===== src/rtl/scb_list_pkg.sv =====
package scb_list_pkg;

  parameter int DW = 8;

  typedef enum logic [2:0] {
    OP_INSERT = 3'd0,
    OP_REMOVE = 3'd1,
    OP_SEARCH = 3'd2,
    OP_FREE   = 3'd3,
    OP_ALLOC  = 3'd4,
    OP_READ   = 3'd5
  } scbOp_e;

  typedef struct packed {
    logic [DW-1:0] tag;
    logic [DW-1:0] ident;
    logic [DW-1:0] ctrl;
    logic [DW-1:0] next;
    logic [DW-1:0] prev;
  } scbEntry_t;

  // Strobes from the control to the table: one whole-entry write, one tag
  // write, two single-link writes and the two head registers.
  typedef struct packed {
    logic          entWr;
    logic [DW-1:0] entIdx;
    scbEntry_t     entVal;
    logic          tagWr;
    logic [DW-1:0] tagIdx;
    logic [DW-1:0] tagVal;
    logic          linkAEn;
    logic          linkAIsNext;
    logic [DW-1:0] linkAIdx;
    logic [DW-1:0] linkAVal;
    logic          linkBEn;
    logic          linkBIsNext;
    logic [DW-1:0] linkBIdx;
    logic [DW-1:0] linkBVal;
    logic          discHeadWr;
    logic [DW-1:0] discHeadVal;
    logic          freeHeadWr;
    logic [DW-1:0] freeHeadVal;
  } dpStrobe_t;

endpackage


===== src/rtl/scb_table.sv =====
module scb_table
  import scb_list_pkg::*;
#(
  parameter int            NUM_ENTRIES = 16,
  parameter logic [DW-1:0] NULL_IDX    = '1
) (
  input  logic          clk,
  input  logic          rstN,
  input  dpStrobe_t     strb,
  input  logic [DW-1:0] rdIdxA,
  input  logic [DW-1:0] rdIdxB,
  output scbEntry_t     rdEntA,
  output scbEntry_t     rdEntB,
  output logic [DW-1:0] discHead,
  output logic [DW-1:0] freeHead
);

  localparam int IDX_W = (NUM_ENTRIES > 1) ? $clog2(NUM_ENTRIES) : 1;

  scbEntry_t tblQ [NUM_ENTRIES];
  scbEntry_t tblD [NUM_ENTRIES];

  function automatic scbEntry_t resetEntry(input int pos);
    scbEntry_t e;
    e.tag   = NULL_IDX;
    e.ident = NULL_IDX;
    e.ctrl  = '0;
    e.prev  = NULL_IDX;
    e.next  = (pos == NUM_ENTRIES - 1) ? NULL_IDX : DW'(pos + 1);
    return e;
  endfunction

  function automatic scbEntry_t updateEntry(input scbEntry_t cur,
                                            input logic [IDX_W-1:0] me,
                                            input dpStrobe_t s);
    scbEntry_t e;
    e = cur;
    if (s.entWr && s.entIdx[IDX_W-1:0] == me) e = s.entVal;
    if (s.tagWr && s.tagIdx[IDX_W-1:0] == me) e.tag = s.tagVal;
    if (s.linkAEn && s.linkAIdx[IDX_W-1:0] == me) begin
      if (s.linkAIsNext) e.next = s.linkAVal;
      else               e.prev = s.linkAVal;
    end
    if (s.linkBEn && s.linkBIdx[IDX_W-1:0] == me) begin
      if (s.linkBIsNext) e.next = s.linkBVal;
      else               e.prev = s.linkBVal;
    end
    return e;
  endfunction

  for (genvar g = 0; g < NUM_ENTRIES; g++) begin : gEnt
    assign tblD[g] = updateEntry(tblQ[g], IDX_W'(g), strb);
  end

  always_ff @(posedge clk or negedge rstN) begin
    if (!rstN) begin
      for (int i = 0; i < NUM_ENTRIES; i++) tblQ[i] <= resetEntry(i);
    end else begin
      for (int i = 0; i < NUM_ENTRIES; i++) tblQ[i] <= tblD[i];
    end
  end

  always_ff @(posedge clk or negedge rstN) begin
    if (!rstN) begin
      discHead <= NULL_IDX;
      freeHead <= '0;
    end else begin
      if (strb.discHeadWr) discHead <= strb.discHeadVal;
      if (strb.freeHeadWr) freeHead <= strb.freeHeadVal;
    end
  end

  assign rdEntA = tblQ[rdIdxA[IDX_W-1:0]];
  assign rdEntB = tblQ[rdIdxB[IDX_W-1:0]];

endmodule


===== src/rtl/scb_list_ctrl.sv =====
module scb_list_ctrl
  import scb_list_pkg::*;
#(
  parameter int            NUM_ENTRIES = 16,
  parameter logic [DW-1:0] NULL_IDX    = '1
) (
  input  logic          clk,
  input  logic          rstN,
  input  logic          cmdValid,
  output logic          cmdReady,
  input  logic [2:0]    cmdOp,
  input  logic [DW-1:0] cmdIdx,
  input  logic [DW-1:0] cmdTag,
  input  logic [DW-1:0] cmdIdent,
  input  logic [DW-1:0] cmdCtrl,
  input  scbEntry_t     rdEntA,
  input  scbEntry_t     rdEntB,
  input  logic [DW-1:0] discHead,
  input  logic [DW-1:0] freeHead,
  output logic [DW-1:0] rdIdxA,
  output logic [DW-1:0] rdIdxB,
  output dpStrobe_t     strb,
  output logic          rspValid,
  output logic          rspHit,
  output logic [DW-1:0] rspIdx,
  output scbEntry_t     rspEnt,
  output logic          pageOutValid,
  output logic [DW-1:0] pageOutTag
);

  localparam int STEP_W = $clog2(NUM_ENTRIES + 1);

  typedef enum logic [1:0] {ST_IDLE, ST_EXEC, ST_SRCH, ST_UNLINK} state_e;

  state_e            state;
  logic [2:0]        opQ;
  logic [DW-1:0]     idxQ, tagQ, identQ, ctrlQ, cursor;
  logic [STEP_W-1:0] steps;

  // decisions of the current cycle
  logic          done, doneHit, goSearch, goPage, advance;
  logic [DW-1:0] doneIdx;
  logic          isMatch;

  assign cmdReady = (state == ST_IDLE);
  assign rdIdxA   = (state == ST_SRCH) ? cursor : idxQ;
  assign rdIdxB   = (freeHead != NULL_IDX) ? freeHead : discHead;

  assign isMatch = (tagQ == NULL_IDX) ? (rdEntA.ident == identQ)
                                      : (rdEntA.tag == tagQ);

  // Unlink of the entry on read port A, index idxQ.
  function automatic dpStrobe_t unlinkStrobes(input scbEntry_t e);
    dpStrobe_t s;
    s = '0;
    if (e.next != NULL_IDX) begin
      s.linkAEn     = 1'b1;
      s.linkAIsNext = 1'b0;
      s.linkAIdx    = e.next;
      s.linkAVal    = e.prev;
    end
    if (e.prev == NULL_IDX) begin
      s.discHeadWr  = 1'b1;
      s.discHeadVal = e.next;
    end else begin
      s.linkBEn     = 1'b1;
      s.linkBIsNext = 1'b1;
      s.linkBIdx    = e.prev;
      s.linkBVal    = e.next;
    end
    return s;
  endfunction

  always_comb begin
    strb     = '0;
    done     = 1'b0;
    doneHit  = 1'b0;
    doneIdx  = NULL_IDX;
    goSearch = 1'b0;
    goPage   = 1'b0;
    advance  = 1'b0;
    unique case (state)
      ST_EXEC: begin
        unique case (opQ)
          OP_INSERT: begin
            strb.entWr        = 1'b1;
            strb.entIdx       = idxQ;
            strb.entVal.tag   = tagQ;
            strb.entVal.ident = identQ;
            strb.entVal.ctrl  = ctrlQ;
            strb.entVal.next  = discHead;
            strb.entVal.prev  = NULL_IDX;
            if (discHead != NULL_IDX) begin
              strb.linkAEn     = 1'b1;
              strb.linkAIsNext = 1'b0;
              strb.linkAIdx    = discHead;
              strb.linkAVal    = idxQ;
            end
            strb.discHeadWr  = 1'b1;
            strb.discHeadVal = idxQ;
            done = 1'b1; doneHit = 1'b1; doneIdx = idxQ;
          end
          OP_REMOVE: begin
            strb = unlinkStrobes(rdEntA);
            done = 1'b1; doneHit = 1'b1; doneIdx = idxQ;
          end
          OP_FREE: begin
            strb.linkAEn     = 1'b1;
            strb.linkAIsNext = 1'b1;
            strb.linkAIdx    = idxQ;
            strb.linkAVal    = freeHead;
            strb.tagWr       = 1'b1;
            strb.tagIdx      = idxQ;
            strb.tagVal      = NULL_IDX;
            strb.freeHeadWr  = 1'b1;
            strb.freeHeadVal = idxQ;
            done = 1'b1; doneHit = 1'b1; doneIdx = idxQ;
          end
          OP_ALLOC: begin
            if (freeHead != NULL_IDX) begin
              strb.freeHeadWr  = 1'b1;
              strb.freeHeadVal = rdEntB.next;
              done = 1'b1; doneHit = 1'b1; doneIdx = freeHead;
            end else if (discHead != NULL_IDX) begin
              goPage = 1'b1;
            end else begin
              done = 1'b1;
            end
          end
          OP_READ: begin
            done = 1'b1; doneHit = 1'b1; doneIdx = idxQ;
          end
          OP_SEARCH: begin
            if (idxQ == NULL_IDX) done = 1'b1;
            else                  goSearch = 1'b1;
          end
          default: done = 1'b1;
        endcase
      end
      ST_UNLINK: begin
        strb = unlinkStrobes(rdEntA);
        done = 1'b1; doneHit = 1'b1; doneIdx = idxQ;
      end
      ST_SRCH: begin
        if (isMatch) begin
          done = 1'b1; doneHit = 1'b1; doneIdx = cursor;
        end else if (rdEntA.next == NULL_IDX ||
                     steps == STEP_W'(NUM_ENTRIES - 1)) begin
          done = 1'b1;
        end else begin
          advance = 1'b1;
        end
      end
      default: ;
    endcase
  end

  always_ff @(posedge clk or negedge rstN) begin
    if (!rstN) begin
      state        <= ST_IDLE;
      opQ          <= '0;
      idxQ         <= NULL_IDX;
      tagQ         <= NULL_IDX;
      identQ       <= NULL_IDX;
      ctrlQ        <= '0;
      cursor       <= NULL_IDX;
      steps        <= '0;
      rspValid     <= 1'b0;
      rspHit       <= 1'b0;
      rspIdx       <= NULL_IDX;
      rspEnt       <= '0;
      pageOutValid <= 1'b0;
      pageOutTag   <= NULL_IDX;
    end else begin
      rspValid     <= 1'b0;
      pageOutValid <= 1'b0;
      if (state == ST_IDLE && cmdValid) begin
        opQ    <= cmdOp;
        idxQ   <= cmdIdx;
        tagQ   <= cmdTag;
        identQ <= cmdIdent;
        ctrlQ  <= cmdCtrl;
        state  <= ST_EXEC;
      end
      if (goSearch) begin
        cursor <= idxQ;
        steps  <= '0;
        state  <= ST_SRCH;
      end
      if (advance) begin
        cursor <= rdEntA.next;
        steps  <= steps + 1'b1;
      end
      if (goPage) begin
        pageOutValid <= 1'b1;
        pageOutTag   <= rdEntB.tag;
        idxQ         <= discHead;
        state        <= ST_UNLINK;
      end
      if (done) begin
        rspValid <= 1'b1;
        rspHit   <= doneHit;
        rspIdx   <= doneIdx;
        rspEnt   <= rdEntA;
        state    <= ST_IDLE;
      end
    end
  end

endmodule


===== src/rtl/scb_list_mgr.sv =====
module scb_list_mgr
  import scb_list_pkg::*;
#(
  parameter int            NUM_ENTRIES = 16,
  parameter logic [DW-1:0] NULL_IDX    = '1
) (
  input  logic          clk,
  input  logic          rstN,
  input  logic          cmdValid,
  output logic          cmdReady,
  input  logic [2:0]    cmdOp,
  input  logic [DW-1:0] cmdIdx,
  input  logic [DW-1:0] cmdTag,
  input  logic [DW-1:0] cmdIdent,
  input  logic [DW-1:0] cmdCtrl,
  output logic          rspValid,
  output logic          rspHit,
  output logic [DW-1:0] rspIdx,
  output logic [DW-1:0] rspTag,
  output logic [DW-1:0] rspIdent,
  output logic [DW-1:0] rspCtrl,
  output logic [DW-1:0] rspNext,
  output logic [DW-1:0] rspPrev,
  output logic          pageOutValid,
  output logic [DW-1:0] pageOutTag,
  output logic [DW-1:0] discHeadOut,
  output logic [DW-1:0] freeHeadOut
);

  dpStrobe_t     strb;
  scbEntry_t     rdEntA, rdEntB, rspEnt;
  logic [DW-1:0] rdIdxA, rdIdxB;

  scb_table #(.NUM_ENTRIES(NUM_ENTRIES), .NULL_IDX(NULL_IDX)) u_table (
    .clk      (clk),
    .rstN     (rstN),
    .strb     (strb),
    .rdIdxA   (rdIdxA),
    .rdIdxB   (rdIdxB),
    .rdEntA   (rdEntA),
    .rdEntB   (rdEntB),
    .discHead (discHeadOut),
    .freeHead (freeHeadOut)
  );

  scb_list_ctrl #(.NUM_ENTRIES(NUM_ENTRIES), .NULL_IDX(NULL_IDX)) u_ctrl (
    .clk          (clk),
    .rstN         (rstN),
    .cmdValid     (cmdValid),
    .cmdReady     (cmdReady),
    .cmdOp        (cmdOp),
    .cmdIdx       (cmdIdx),
    .cmdTag       (cmdTag),
    .cmdIdent     (cmdIdent),
    .cmdCtrl      (cmdCtrl),
    .rdEntA       (rdEntA),
    .rdEntB       (rdEntB),
    .discHead     (discHeadOut),
    .freeHead     (freeHeadOut),
    .rdIdxA       (rdIdxA),
    .rdIdxB       (rdIdxB),
    .strb         (strb),
    .rspValid     (rspValid),
    .rspHit       (rspHit),
    .rspIdx       (rspIdx),
    .rspEnt       (rspEnt),
    .pageOutValid (pageOutValid),
    .pageOutTag   (pageOutTag)
  );

  assign rspTag   = rspEnt.tag;
  assign rspIdent = rspEnt.ident;
  assign rspCtrl  = rspEnt.ctrl;
  assign rspNext  = rspEnt.next;
  assign rspPrev  = rspEnt.prev;

endmodule


===== config.mk =====
export PLATFORM = sky130hd
export DESIGN_NAME = scb_list_mgr
export DESIGN_NICKNAME = d
export VERILOG_FILES = /design/src/rtl/scb_list_pkg.sv /design/src/rtl/scb_table.sv /design/src/rtl/scb_list_ctrl.sv /design/src/rtl/scb_list_mgr.sv
export SDC_FILE = /design/constraint.sdc
export NUM_CORES = 2
export LEC_CHECK = 0
export ABC_AREA = 1
export BUFFER_PORTS_ARGS = -buffer_cell sky130_fd_sc_hd__clkbuf_2
export CORE_ASPECT_RATIO = 0.75
export CORE_MARGIN = 2
export CORE_UTILIZATION = 60
export DETAILED_ROUTE_END_ITERATION = 12
export PLACE_DENSITY = 0.73
export SYNTH_ARGS = -nofsm -noshare
export SYNTH_HDL_FRONTEND = slang
export SYNTH_SLANG_ARGS = --single-unit

===== constraint.sdc =====
create_clock -name clk -period 6.7 [get_ports clk]
set_input_delay 0.67 -clock clk [delete_from_list [all_inputs] [get_ports clk]]
set_output_delay 0.67 -clock clk [all_outputs]
set_load 0.01 [all_outputs]

==> results.yml <==
route:
  drc: 0
  drtAntennaViolNets: 0
  dr.max_layer_used: "met5"
  first_iter_violations: 7039
  avgViaCountPerCell: 6.51
  drt-wirelength-per-cell_microns: 25.5
  dr.pass1.iters: 9
  wl_met3_microns: 29700
  routed_wl_microns: 170000
  wl_met2_microns: 64400
  wl_met1_microns: 69500
  vias: 43300
timing:
  finClkSkew_ps: 34.9
  max_freq_ghz: 0.176
  setup_viol: 0
  worst_pin_slew_ps: 1300
  relSlewSlack_pct: 12.9
  period_share_pct: 84.8
  finalMaxSlewViolations: 0
  hold_viol_final: 0
  rsz0062_at_grt: "no"
  setup-tns-final_ps: 0
  period_minus_slack_ps: 5680
pwr:
  cellPowerDensity_nw_per_um2: 535
  internal-power_mw: 12.5
  p_seq_share_pct: 30.1
  p_clk_share_pct: 18.0
  pwr-share-comb_pct: 51.9
  p_sw_share_pct: 49.8
  ir_worst_vdd_mv: 0.340
  p_leak_nw: 20.9
  p_switching_mw: 12.4
placement:
  postPlaceCellArea_sq_um: 44100
  gp_congestion: 1.06
  dpl.hpwl_microns: 110000
  dp_cells: 6499
  io_buffers: 113
synth:
  synth_edf_count: 0
  yosysSeqAreaShare_pct: 45.6
  synth_area_sq_um: 43300
  netlist_top_cells_count: "1440 x nand2_1, 758 x o21ai_0, 486 x nand3_1, 480 x dfstp_2, 469 x inv_1"
  avgSynthCellArea_sq_um: 7.51
  syn_nets: 5806
  synth_most_common_cell: "nand2_1"
  netlist_instances: 5766
  synth_top_area_cell: "dfstp_2"
  synth-seq-cells: 765
  synthArstFlopShare_pct: 100
  yosys-top-cells-area: "dfstp_2 29%, dfrtp_1 16%, nand2_1 12%"
  synth_warnings: 0
  synthFlopType: "dfstp_2"
  synth.distinct_cells: 53
  yosysTopAreaCellShare_pct: 29.1
floorplanning:
  die_h_microns: 237
  initial_core_util_pct: 60.5
  die_w_microns: 314
  rows: 85
  io-pin-count: 114
  core_area_sq_um: 71600
  fp.dieArea_sq_um: 74300
clock_tree:
  post_cts_resized: 0
  cts_buffer_depth: 3
  root_buffer: "clkbuf_16"
  clk_latency_ps: 660
  cts_tree: "built"
  cts_buffers: 78
  postCtsHoldBufs: 0
  cts_sinks: 765
  cts_max_level: 3
  cts_setup_buffers: 0
  clk_pin_slew_worst_paths_ps: 60
global_route:
  antenna_found_initial: 13
  grt_max_degree: 139
  grt_pass1_vias: 38100
  gr-total-overflow: 0
  grt_pass1_wl_microns: 249000
  grt.total_usage_pct: 44.8
critical_path:
  cpPeakStageDelay_ps: 760
  critPathLaunchType: "flip-flop"
  crit_path_top_delay_cell: "nand2_8"
  required_ps: 7250
  cp-end-kind: "flip-flop"
  cp_max_fo: 138
  cpMostUsedCell: "nand2_1"
  cp.arrival_ps: 6230
  crit_type: "reg -> reg"
  crit_path_cell_trace: "nand2_4, nand2_4, nand2_8, buf_12, a21oi_1, o21ai_0, nand3_1, nand3_1, nand2_1, nor2_1, nand2_1, nor2_4, nor2_4, o21ai_2, nand2_1, o21ai_0, inv_1"
finish:
  area_growth_pct: 7.81
  final_util_pct: 65.2
  multiInputGateArea_sq_um: 19800
  nNetsFinal: 5662
  drive_gt1_share_pct: 16.8
  fill_cells: 6319
  seq_area_sq_um: 19700
  finalInstanceArea_sq_um: 46700
  stdcell_count: 6653
outcome:
  status: "completed"
hold_path:
  hold_class: "in -> async"
flow_run:
  drv_cap: 0
==> worst paths after layout <==
path | slack (ps) | cells past startpoint | start | to
setup / recovery | 1020 | 17 | u_ctrl.state[1]$_DFFE_PN0P_ | u_table.tblQ[454]$_DFF_PN0_
hold / removal | 70 | 1 | rstN | u_ctrl.steps[2]$_DFFE_PN0P_
setup reg to reg | 1020 | 17 | u_ctrl.state[1]$_DFFE_PN0P_ | u_table.tblQ[454]$_DFF_PN0_
hold reg to reg | 480 | 2 | u_table.tblQ[263]$_DFFE_PN0P_ | u_table.tblQ[263]$_DFFE_PN0P_
max in group asynchronous | 5360 | 2 | rstN | u_table.tblQ[540]$_DFFE_PN0P_
min in group clk | 210 | 3 | cmdCtrl[2] | u_ctrl.ctrlQ[2]$_DFFE_PN0P_
==> metrics by stage <==
step / worst slack [ps] / power [mW] / hold slack [ps]
floorplan: 3750 / 15.4 / 374
global placement: 1450 / 19.5 / 461
detailed placement: 1380 / 19.7 / 468
CTS: 1400 / 24.2 / 110
global route: 961 / 26.0 / 138
finish: 1020 / 25.0 / 65.1
==> power groups by stage <==
stage	sequential, mW	clock [mW]	combinational, mW
CTS	7.44	4.50	12.2
detailed placement	7.49	0	12.2
floorplan	7.17	0	8.18
finish	7.52	4.49	13.0
global placement	7.48	0	12.0
global route	7.62	4.68	13.7
==> final cells by class <==
cell class / instances / share of cell area, %
Multi-Input combinational cell: 4060 / 42.4
Sequential cell: 765 / 42.3
Clock buffer: 117 / 4.96
Inverter: 503 / 4.06
Timing Repair Buffer: 214 / 3.15
Tap cell: 957 / 2.57
Clock inverter: 27 / 0.544
Antenna cell: 10 / 0.0536
==> sequential cells by signal (all words and copies together) (netlist names) <==
signal               count
u_ctrl.ctrlQ             8
u_ctrl.pageOutValid      1
u_ctrl.identQ            8
u_ctrl.rspValid          1
u_ctrl.state             2
u_ctrl.pageOutTag        8
u_ctrl.rspIdx            8
u_ctrl.opQ               3
u_table.discHead         8
u_ctrl.cursor            8
u_ctrl.steps             5
u_ctrl.idxQ              8
u_ctrl.rspEnt           40
u_ctrl.tagQ              8
u_ctrl.rspHit            1
u_table.tblQ           640
u_table.freeHead         8
==> layer usage <==
| layer | vias up | global-route usage (%) |
|---|---|---|
| li1 | 19000 | - |
| met1 | 20600 | 66.1 |
| met2 | 3251 | 56.7 |
| met3 | 441 | 21.2 |
| met4 | 15 | 14.2 |
| met5 | - | 0.974 |
==> critical path, delay by kind of cell, from the launching register on <==
kind	cells	cell delay, ps
simple gates	11	3400
compound gates	4	980
buf+inv	2	530
flops	1	510
==> cells in the final DEF, fill, tap and decap left out, types with 112 or more instances in the layout <==
| cell type | synthesis | routed |
|---|---|---|
| nor2_1 | 433 | 427 |
| nand2_1 | 1440 | 1430 |
| clkbuf_2 | 0 | 112 |
| a21oi_1 | 197 | 197 |
| dfstp_2 | 480 | 480 |
| dfrtp_1 | 285 | 285 |
| inv_1 | 469 | 464 |
| o211ai_1 | 198 | 198 |
| nand3_1 | 486 | 485 |
| o22ai_1 | 153 | 153 |
| o21ai_0 | 758 | 758 |
==> cells by family (layout without fill, tap and decap cells) <==
kind of cell / Yosys count / after routing / share of synthesized area, %
other: 0 / 10 / 0
and+or+nand+nor: 2538 / 2538 / 24.7
xor gates and xnor gates: 3 / 3 / 0.0607
DFF: 765 / 765 / 45.6
buffers and inverters: 941 / 861 / 8.94
AOI/OAI and AO/OA: 1517 / 1517 / 20.6
adders and majority gates: 2 / 2 / 0.0578
Note: power is estimated with default switching activity, not from simulation.
